$ cat config.mk
export PLATFORM = sky130hd
export DESIGN_NAME = exc_pending_reg
export DESIGN_NICKNAME = d
export VERILOG_FILES = /design/src/rtl/exc_pending_reg.sv
export SDC_FILE = /design/constraint.sdc
export NUM_CORES = 1
export LEC_CHECK = 0
export BUFFER_PORTS_ARGS = -buffer_cell sky130_fd_sc_hd__buf_2
export CORE_MARGIN = 2
export CORE_UTILIZATION = 54
export DETAILED_ROUTE_END_ITERATION = 12
export GPL_ROUTABILITY_DRIVEN = 0
export GPL_TIMING_DRIVEN = 1
export PLACE_DENSITY = 0.85
export SYNTH_ARGS = -nofsm -noshare
export SYNTH_HDL_FRONTEND = slang
export SYNTH_SLANG_ARGS = --single-unit
$ cat constraint.sdc
create_clock -name clk -period 3.6 [get_ports clk]
set_input_delay 0.54 -clock clk [delete_from_list [all_inputs] [get_ports clk]]
set_output_delay 0.54 -clock clk [all_outputs]
set_load 0.02 [all_outputs]
$ cat src/rtl/exc_pending_reg.sv
module exc_pending_reg #(
  parameter int PC_W       = 32,
  parameter int TYPE_W     = 4,
  parameter int RESET_TYPE = 1
) (
  input  logic              clk,
  input  logic              rst,
  input  logic              req_i,
  input  logic [TYPE_W-1:0] req_type_i,
  input  logic [PC_W-1:0]   req_ea_i,
  input  logic [PC_W-1:0]   cur_pc_i,
  input  logic              in_dslot_i,
  input  logic              dbg_ignore_i,
  input  logic              clr_i,
  input  logic              stall_i,
  input  logic              upd_i,
  input  logic [PC_W-1:0]   cand_pc_i,
  input  logic [PC_W-1:0]   cand_npc_i,
  input  logic              resume_i,
  output logic              pend_valid_o,
  output logic [TYPE_W-1:0] pend_type_o,
  output logic [PC_W-1:0]   pend_ea_o,
  output logic [PC_W-1:0]   pend_saved_o,
  output logic [PC_W-1:0]   pc_o,
  output logic [PC_W-1:0]   npc_o,
  output logic              dispatch_o
);

  localparam logic [TYPE_W-1:0] RST_CODE = TYPE_W'(RESET_TYPE);
  localparam logic [PC_W-1:0]   WORD     = PC_W'(4);

  logic            hold_q;
  logic [PC_W-1:0] hold_pc_q, hold_npc_q;

  wire capture  = req_i & ~dbg_ignore_i;
  wire discard  = req_i & dbg_ignore_i;
  wire locked   = pend_valid_o && (pend_type_o == RST_CODE);
  wire drop     = discard | (clr_i & ~locked);
  wire defer    = upd_i & stall_i & pend_valid_o;
  wire restore  = resume_i & hold_q;
  wire [PC_W-1:0] saved_d = in_dslot_i ? cur_pc_i - WORD : cur_pc_i;

  always_ff @(posedge clk) begin
    if (rst) begin
      pend_valid_o <= 1'b0;
      pend_type_o  <= '0;
      pend_ea_o    <= '0;
      pend_saved_o <= '0;
    end else if (capture) begin
      pend_valid_o <= 1'b1;
      pend_type_o  <= req_type_i;
      pend_ea_o    <= req_ea_i;
      pend_saved_o <= saved_d;
    end else if (drop) begin
      pend_valid_o <= 1'b0;
      pend_type_o  <= '0;
      pend_ea_o    <= '0;
      pend_saved_o <= '0;
    end
  end

  always_ff @(posedge clk) begin
    if (rst) begin
      hold_q     <= 1'b0;
      hold_pc_q  <= '0;
      hold_npc_q <= '0;
    end else if (restore) begin
      hold_q     <= 1'b0;
      hold_pc_q  <= '0;
      hold_npc_q <= '0;
    end else if (defer) begin
      hold_q     <= 1'b1;
      hold_pc_q  <= cand_pc_i;
      hold_npc_q <= cand_npc_i;
    end
  end

  always_ff @(posedge clk) begin
    if (rst) begin
      pc_o  <= '0;
      npc_o <= '0;
    end else if (restore) begin
      pc_o  <= hold_pc_q;
      npc_o <= hold_npc_q;
    end else if (upd_i && !defer) begin
      pc_o  <= cand_pc_i;
      npc_o <= cand_npc_i;
    end
  end

  always_ff @(posedge clk) begin
    if (rst) dispatch_o <= 1'b0;
    else     dispatch_o <= resume_i & pend_valid_o;
  end

  a_r2_capture: assert property (@(posedge clk) disable iff (rst)
    (req_i && !dbg_ignore_i) |=> (pend_valid_o && pend_type_o == $past(req_type_i)
                                  && pend_ea_o == $past(req_ea_i)));

  a_r3_dslot_back: assert property (@(posedge clk) disable iff (rst)
    (req_i && !dbg_ignore_i && in_dslot_i) |=> (pend_saved_o + WORD == $past(cur_pc_i)));

  a_r4_ignore_drops: assert property (@(posedge clk) disable iff (rst)
    (req_i && dbg_ignore_i) |=> !pend_valid_o);

  a_r5_reset_kept: assert property (@(posedge clk) disable iff (rst)
    (clr_i && !req_i && pend_valid_o && pend_type_o == RST_CODE) |=> pend_valid_o);

  a_r7_frozen: assert property (@(posedge clk) disable iff (rst)
    (upd_i && stall_i && pend_valid_o && !resume_i) |=> ($stable(pc_o) && $stable(npc_o)));

  a_r10_pulse: assert property (@(posedge clk) disable iff (rst)
    dispatch_o |-> ($past(resume_i) && $past(pend_valid_o)));

endmodule

==> results of run 1 <==
area by class of cell:
cell class | instances | area, sq um | share of cell area
Multi-Input combinational cell | 675 | 3650 | 0.367
Timing Repair Buffer | 288 | 1480 | 0.149
Sequential cell | 199 | 3990 | 0.400
Inverter | 2 | 7.51 | 0.000754
Tap cell | 184 | 230 | 0.0231
Clock inverter | 13 | 145 | 0.0146
Clock buffer | 19 | 443 | 0.0445
Antenna cell | 7 | 17.5 | 0.00176
sequential cells by signal, indices dropped and copies added, names as in the netlist:
| name | count |
|---|---|
| pend_valid_o | 1 |
| pend_ea_o | 32 |
| pend_saved_o | 32 |
| hold_npc_q | 32 |
| dispatch_o | 1 |
| hold_q | 1 |
| npc_o | 32 |
| hold_pc_q | 32 |
| pend_type_o | 4 |
| pc_o | 32 |
Yosys cell counts (4+ instances only):
cell type	n	area [sq um]
nand2_1	227	852
dfxtp_1	199	3980
nor2_1	104	390
clkbuf_1	71	267
a21oi_1	67	335
nand3_1	66	330
a311oi_1	64	561
a22oi_1	29	218
a22o_1	17	149
xnor2_1	17	149
o21ai_0	13	65.1
buf_1	12	45.0
nor4_1	12	75.1
xor2_1	10	87.6
o21ai_1	8	40.0
nor3_1	5	25.0
or3_1	5	31.3
nand2b_1	4	25.0
nor4_2	4	50.1
layer usage:
| layer | up-vias | part of all wire |
|---|---|---|
| met2 | 342 | 0.50 |
| li1 | 3801 | - |
| met1 | 3591 | 0.39 |
| met4 | 0 | 0.026 |
| met3 | 47 | 0.085 |
| met5 | - | 0 |
path summary, 6_finish.rpt:
path,startpoint,endpoint,slack [ns],depth (start not counted)
worst max register to register,hold_q$_SDFFE_PP0P_,pc_o[5]$_SDFFE_PP0P_,1.18,5
worst max-delay path,hold_q$_SDFFE_PP0P_,pc_o[5]$_SDFFE_PP0P_,1.18,5
worst min register to register,pend_saved_o[31]$_SDFFE_PP0P_,pend_saved_o[31]$_SDFFE_PP0P_,0.45,2
worst min-delay path,req_ea_i[8],pend_ea_o[8]$_SDFFE_PP0P_,0.32,2
worst max-delay path: cells and delay by family (launching register included):
kind	cells	cell delay (ns)
flops	1	0.34
compound gates	1	0.34
buf+inv	1	0.72
simple gates	3	0.87
power breakdown:
| part | switching (mW) | total [mW] | internal [mW] |
|---|---|---|---|
| Combinational | 0.379 | 0.588 | 0.208 |
| Sequential | 0.0517 | 2.35 | 2.30 |
| Clock | 0.852 | 1.90 | 1.05 |
| Total | 1.28 | 4.84 | 3.56 |
per-stage QoR:
step	total power, mW	util	hold WS (ns)	cell area [sq um]
after floorplan	2.73	-	0.437	7940
after global placement	2.97	0.648	0.428	9350
after detailed placement	2.98	0.648	0.441	9350
after CTS	4.86	0.689	0.307	9940
after global routing	5.02	0.690	0.314	9950
final	4.84	0.690	0.318	9960
cell families after synthesis:
family                   share of synthesized area
AO/OA/AOI/OAI                                0.177
XOR/XNOR                                    0.0298
AND/OR/NAND/NOR                              0.248
adder cells (fa/ha/maj)                    0.00158
flip-flops                                   0.502
buffers and inverters                       0.0422
==> flow_metrics.py, run 1 <==
metrics = {
    "clock_network": {
        "clkLatencyLatePin_ns": 0.42,
        "clk_pin_slew_ns": 0.07,
        "cts.sinks": 199,
        "post_cts_buffers": 0,
        "ctsLongestPathBuffers": 2,
        "root_buffer": "clkbuf_16",
        "cts_resized": 0,
        "cts_buffers": 17,
        "cts_tree": "yes",
        "htree_levels": 4,
        "hold_buffers": 0,
    },
    "power": {
        "p_per_area_nw_per_um2": 486,
        "p_leak_nw": 4.22,
        "peakVddDrop_mv": 0.342,
    },
    "logic_synthesis": {
        "yosysWarnings": 0,
        "synth-seq-cells": 199,
        "synth_flop_cell": "dfxtp_1",
        "synthCells": 961,
        "synth_edf_count": 0,
        "ys_async_sr_fraction": 0,
        "synth_nets": 1103,
        "synth_cell_types": 41,
        "syn-cell-area_sq_um": 7940,
        "syn_area_per_cell_sq_um": 8.26,
        "ys_seq_area_frac": 0.502,
    },
    "job": {
        "max-cap-violations": 0,
    },
    "timing": {
        "finalMaxSlewViolations": 0,
        "fin_crit_sh": 0.671,
        "finClkSkew_ns": 0.00746,
        "setup_tns_ns": 0,
        "rsz0062_at_grt": "no",
        "setup_viol": 0,
        "fin_ws_ns": 1.18,
        "tightest_slew_ns": 1.09,
        "slew_headroom": 0.272,
        "fmax_mhz": 414,
        "finalHoldViolCount": 0,
        "min_period_ns": 2.42,
    },
    "global_route": {
        "antenna_found_initial": 7,
        "grt_first_pass_wirelength_microns": 36000,
        "use_met1": 0.338,
        "grt_pass1_vias": 7267,
        "overflow": 0,
        "grt_util_met3": 0.0749,
        "busiest_layer": "met2",
        "grt_max_degree": 87,
        "use_met2": 0.477,
        "grt_usage": 0.280,
    },
    "layout": {
        "drive_gt1_frac": 0.286,
        "area_growth_pct": 25.4,
        "final_nets": 1325,
        "layout_common_cells": "273 x buf_2, 225 x nand2_1, 198 x dfxtp_1, 103 x nor2_1, 67 x a21oi_1",
        "final_cells": 1387,
        "final_common_cell": "buf_2",
        "nFillCells": 1218,
    },
    "die": {
        "row_count": 44,
        "io_pins": 275,
        "die-width_microns": 125,
        "core-area_sq_um": 14400,
        "start_util": 0.551,
        "die_area_sq_um": 15700,
        "fp.dieH_microns": 125,
    },
    "placed_design": {
        "io_buffers": 274,
        "place_hpwl_microns": 14900,
        "pre_cts_slack_ns": 0.857,
        "post-place-cells": 1348,
    },
    "worst_setup_path": {
        "crit_path_start_kind": "flip-flop",
        "critPathArrivalTime_ns": 2.73,
        "worst-setup-path-type": "reg -> reg",
        "crit_slowest_cell": "buf_4",
        "slowest_delay_ns": 0.72,
        "cp.required_ns": 3.91,
        "crit_path_max_fanout": 86,
        "end_kind": "flip-flop",
        "path_cells": "nand2_2, nand2_4, buf_4, nor2_1, a311oi_1",
    },
    "drt": {
        "via_per_inst": 5.61,
        "detail_route.wl_per_cell_microns": 16.4,
        "route.detailed.drc": 0,
        "drt-total-wl_microns": 22800,
        "drt-initial-drc-count": 543,
        "antenna_left": 0,
        "route.vias.total": 7781,
        "drt_first_pass_iters": 5,
    },
    "outcome": {
        "outcome": "complete, no violations",
    },
    "min_path": {
        "hp-class": "in -> reg",
    },
}
(Power assumes the default switching activity.)
==> run 2: changes to the inputs <==
--- a/config.mk
+++ b/config.mk
@@ -7,11 +7,11 @@
 export LEC_CHECK = 0
 export BUFFER_PORTS_ARGS = -buffer_cell sky130_fd_sc_hd__buf_2
 export CORE_MARGIN = 2
-export CORE_UTILIZATION = 54
+export CORE_UTILIZATION = 45
 export DETAILED_ROUTE_END_ITERATION = 12
 export GPL_ROUTABILITY_DRIVEN = 0
 export GPL_TIMING_DRIVEN = 1
-export PLACE_DENSITY = 0.85
+export PLACE_DENSITY = 0.76
 export SYNTH_ARGS = -nofsm -noshare
 export SYNTH_HDL_FRONTEND = slang
 export SYNTH_SLANG_ARGS = --single-unit
==> constraint.sdc (replaced) <==
create_clock -name clk -period 2 [get_ports clk]
set_input_delay 0.3 -clock clk [delete_from_list [all_inputs] [get_ports clk]]
set_output_delay 0.3 -clock clk [all_outputs]
set_load 0.02 [all_outputs]
==> run 2 against run 1 <==
  * Worst hold slack worse by 0.23 ns
  * Power grew 79%
  * Core utilization is 10 points lower
  * Cell count up 3.9%
  * Die area rose by 19%
  * Count of clock-buffer cells in the layout down 1
  * Critical path type unchanged
==> flow_metrics.py, run 2 (synthesis gave the netlist of run 1 again) <==
metrics = {
    "layout": {
        "final_cells": 1441,
        "final_nets": 1340,
        "nFillCells": 1599,
        "area_growth_pct": 28.3,
        "drive_gt1_frac": 0.295,
        "final_common_cell": "buf_2",
        "layout_common_cells": "273 x buf_2, 225 x nand2_1, 198 x dfxtp_1, 103 x nor2_1, 67 x a21oi_1",
    },
    "timing": {
        "fin_crit_sh": 0.861,
        "min_period_ns": 1.72,
        "finalHoldViolCount": 0,
        "finalMaxSlewViolations": 0,
        "setup_tns_ns": 0,
        "fmax_mhz": 581,
        "slew_headroom": 0.141,
        "finClkSkew_ns": 0.0189,
        "fin_ws_ns": 0.278,
        "setup_viol": 0,
        "tightest_slew_ns": 1.29,
        "rsz0062_at_grt": "no",
    },
    "drt": {
        "detail_route.wl_per_cell_microns": 15.9,
        "route.detailed.drc": 0,
        "drt_first_pass_iters": 5,
        "drt-initial-drc-count": 484,
        "via_per_inst": 5.36,
        "antenna_left": 0,
        "route.vias.total": 7720,
        "drt-total-wl_microns": 22900,
    },
    "clock_network": {
        "htree_levels": 4,
        "cts.sinks": 199,
        "hold_buffers": 0,
        "post_cts_buffers": 0,
        "clkLatencyLatePin_ns": 0.43,
        "cts_resized": 0,
        "ctsLongestPathBuffers": 2,
        "clk_pin_slew_ns": 0.08,
        "root_buffer": "clkbuf_16",
        "cts_buffers": 17,
        "cts_tree": "yes",
    },
    "global_route": {
        "grt_pass1_vias": 6971,
        "grt_first_pass_wirelength_microns": 35200,
        "overflow": 0,
        "grt_max_degree": 66,
        "grt_usage": 0.238,
        "antenna_found_initial": 4,
    },
    "die": {
        "fp.dieH_microns": 137,
        "row_count": 48,
        "io_pins": 275,
        "die_area_sq_um": 18700,
        "start_util": 0.459,
        "die-width_microns": 137,
        "core-area_sq_um": 17300,
    },
    "worst_setup_path": {
        "end_kind": "flip-flop",
        "critPathArrivalTime_ns": 2.07,
        "worst-setup-path-type": "reg -> reg",
        "crit_path_start_kind": "flip-flop",
        "crit_path_max_fanout": 25,
        "cp.required_ns": 2.35,
        "ff2ff_path_depth": 6,
    },
    "power": {
        "total_power_mw": 8.67,
        "p_leak_nw": 4.30,
        "peakVddDrop_mv": 0.608,
        "p_per_area_nw_per_um2": 851,
    },
    "placed_design": {
        "post-place-cells": 1404,
        "place_hpwl_microns": 15600,
        "pre_cts_slack_ns": 0.0599,
        "io_buffers": 274,
    },
    "outcome": {
        "outcome": "complete, no violations",
    },
    "job": {
        "max-cap-violations": 0,
    },
    "min_path": {
        "hp-class": "in -> reg",
        "hold_depth": 2,
    },
}
[run 2: final cells by class]
| type | count | area, sq um | share of cell area |
|---|---|---|---|
| flip-flops and latches | 199 | 3990 | 0.391 |
| multi-input cells | 675 | 3650 | 0.358 |
| repair buffers | 303 | 1680 | 0.165 |
| clock buffers | 18 | 429 | 0.0421 |
| well taps | 225 | 282 | 0.0276 |
| clock inverters | 14 | 141 | 0.0139 |
| diodes | 5 | 12.5 | 0.00123 |
| inverters | 2 | 7.51 | 0.000737 |
[run 2: worst paths after layout]
check                                                    from  slack (ns)                       endpoint
worst min register to register  pend_saved_o[26]$_SDFFE_PP0P_        0.45  pend_saved_o[26]$_SDFFE_PP0P_
worst min-delay path                              req_ea_i[9]        0.09      pend_ea_o[9]$_SDFFE_PP0P_
worst max-delay path                pend_valid_o$_SDFFE_PP0P_        0.28  pend_saved_o[20]$_SDFFE_PP0P_
worst max register to register      pend_valid_o$_SDFFE_PP0P_        0.28  pend_saved_o[20]$_SDFFE_PP0P_
[run 2: power by group]
part           internal, mW  switching, mW  total [mW]
Clock                  1.75           1.59        3.35
Sequential             4.13         0.0909        4.22
Combinational         0.408          0.691        1.10
[run 2: routing by layer]
metal  vias up  global-route usage  share of wire
li1       3827                   -              -
met1      3577               0.288           0.42
met2       292               0.410           0.47
met3        24              0.0707          0.089
met4         0              0.0704          0.016
met5         -                   0              0
[run 2: worst max-delay path: stages (launching register included)]
cell and delay [ns]:
dfxtp_1 0.41, nand2_1 0.07, o41a_1 0.35, nor2_2 0.32, buf_12 0.24, nand2_1 0.08
a21oi_1 0.17
[run 2: stage by stage]
step,hold WS [ns],area (sq um),util
final,0.0853,10200,0.589
after global routing,0.0675,10200,0.589
after CTS,0.0633,10200,0.588
after detailed placement,0.435,9600,0.555
after global placement,0.428,9600,0.555
after floorplan,0.426,7940,-
==> run 3: changes to the inputs <==
--- a/config.mk
+++ b/config.mk
@@ -11,7 +11,7 @@
 export DETAILED_ROUTE_END_ITERATION = 12
 export GPL_ROUTABILITY_DRIVEN = 0
 export GPL_TIMING_DRIVEN = 1
-export PLACE_DENSITY = 0.76
+export PLACE_DENSITY = 0.81
 export SYNTH_ARGS = -nofsm -noshare
 export SYNTH_HDL_FRONTEND = slang
 export SYNTH_SLANG_ARGS = --single-unit
==> run 3 against run 2 <==
  * Combinational power hardly changed
  * Sequential cell count stayed put
  * Worst hold slack worse by 0.0013 ns
  * Fmax is 5.7% higher
  * Largest power group unchanged
  * Highest routed layer unchanged
==> flow_metrics.py, run 3 (synthesis gave the netlist of run 1 again) <==
metrics = {
    "die": {
        "row_count": 48,
        "die_area_sq_um": 18700,
        "io_pins": 275,
        "fp.dieH_microns": 137,
        "start_util": 0.459,
        "die-width_microns": 137,
        "core-area_sq_um": 17300,
    },
    "drt": {
        "route.detailed.drc": 0,
        "route.vias.total": 7718,
        "detail_route.wl_per_cell_microns": 15.9,
        "met2_length_microns": 10900,
        "drt_first_pass_iters": 5,
        "drt-initial-drc-count": 453,
        "via_per_inst": 5.37,
        "antenna_left": 0,
        "wl_met1_microns": 9350,
        "drt-total-wl_microns": 22800,
        "met3WireLength_microns": 2070,
        "maxUsedRoutingLayer": "met4",
    },
    "timing": {
        "finalMaxSlewViolations": 0,
        "finClkSkew_ns": 0.0151,
        "setup_viol": 0,
        "fin_crit_sh": 0.814,
        "setup_tns_ns": 0,
        "fmax_mhz": 614,
        "rsz0062_at_grt": "no",
        "hold_ws_ns": 0.0840,
        "fin_ws_ns": 0.371,
        "slew_headroom": 0.504,
        "min_period_ns": 1.63,
        "tightest_slew_ns": 0.744,
        "finalHoldViolCount": 0,
    },
    "worst_setup_path": {
        "critPathArrivalTime_ns": 1.99,
        "crit_slowest_cell": "dfxtp_1",
        "slowest_delay_ns": 0.49,
        "crit_path_max_fanout": 38,
        "crit_path_start_kind": "flip-flop",
        "path_cells": "nand2_1, o41a_1, nor3_2, buf_12, a22o_1",
        "end_kind": "flip-flop",
        "worst-setup-path-type": "reg -> reg",
        "cp.required_ns": 2.36,
    },
    "global_route": {
        "grt_usage": 0.240,
        "grt_first_pass_wirelength_microns": 35600,
        "grt_pass1_vias": 7186,
        "antenna_found_initial": 5,
        "overflow": 0,
        "grt_max_degree": 66,
    },
    "clock_network": {
        "cts_tree": "yes",
        "clkLatencyLatePin_ns": 0.43,
        "htree_levels": 4,
        "cts_resized": 0,
        "clk_pin_slew_ns": 0.07,
        "cts_buffers": 17,
        "hold_buffers": 0,
        "cts.sinks": 199,
        "ctsLongestPathBuffers": 2,
        "post_cts_buffers": 0,
        "root_buffer": "clkbuf_16",
    },
    "layout": {
        "seqCellArea_sq_um": 3990,
        "multi_input_area_sq_um": 3650,
        "fin_util": 0.592,
        "drive_gt1_frac": 0.292,
        "layout_common_cells": "273 x buf_2, 225 x nand2_1, 198 x dfxtp_1, 103 x nor2_1, 67 x a21oi_1",
        "final_common_cell": "buf_2",
        "nFillCells": 1536,
        "area_growth_pct": 28.9,
        "final_nets": 1338,
    },
    "power": {
        "p_leak_nw": 4.33,
        "total_power_mw": 9.01,
        "p_per_area_nw_per_um2": 881,
        "peakVddDrop_mv": 0.569,
    },
    "min_path": {
        "hp-class": "in -> reg",
    },
    "placed_design": {
        "pre_cts_slack_ns": 0.0366,
        "place_hpwl_microns": 15600,
        "io_buffers": 274,
    },
    "outcome": {
        "outcome": "complete, no violations",
    },
    "job": {
        "max-cap-violations": 0,
    },
}
run 3: cell count changes in the layout (fill, tap and decap cells not counted), moves of 2 or more:
cell,before,now
bufinv_16,1,5
inv_8,3,0
clkinvlp_4,5,2
buf_4,23,21
clkinv_4,2,0
run 3: worst paths after layout:
path / start / to / slack [ns] / depth (start not counted)
min reg2reg: pend_saved_o[26]$_SDFFE_PP0P_ / pend_saved_o[26]$_SDFFE_PP0P_ / 0.45 / 2
min: req_ea_i[6] / pend_ea_o[6]$_SDFFE_PP0P_ / 0.08 / 2
max: pend_valid_o$_SDFFE_PP0P_ / pend_ea_o[10]$_SDFFE_PP0P_ / 0.37 / 5
max reg2reg: pend_valid_o$_SDFFE_PP0P_ / pend_ea_o[10]$_SDFFE_PP0P_ / 0.37 / 5
run 3: power breakdown:
group          leakage [nW]  internal [mW]  total (mW)  switching [mW]
Sequential             1.63           4.13        4.22          0.0909
Combinational          2.40          0.403        1.09           0.689
Clock                 0.300           2.22        3.70            1.48
Total                  4.33           6.75        9.01            2.26
run 3: routing by layer:
layer | vias up | GRT usage
li1 | 3824 | -
met1 | 3586 | 0.282
met2 | 284 | 0.413
met3 | 24 | 0.0741
met4 | 0 | 0.0865
met5 | - | 0
run 3: area by class of cell:
type / instances / area share
multi-input combinational: 675 / 0.357
inverter: 2 / 0.000734
timing repair buffer: 301 / 0.163
tap: 225 / 0.0275
sequential: 199 / 0.389
antenna: 6 / 0.00147
clock inverter: 11 / 0.0192
clock buffer: 19 / 0.0423
run 3: critical path, delay by kind of cell (launching register included):
family / cells / cell delay, ns
AOI/OAI and AO/OA: 2 / 0.54
and+or+nand+nor: 2 / 0.29
buffers and inverters: 1 / 0.24
DFF: 1 / 0.49
run 3: per-stage QoR:
| stage | area (sq um) | cells |
|---|---|---|
| after detailed placement | 9590 | 1402 |
| after CTS | 10200 | 1432 |
| after floorplan | 7940 | 961 |
| after global placement | 9590 | 1402 |
| after global routing | 10200 | 1436 |
| final | 10200 | 1438 |
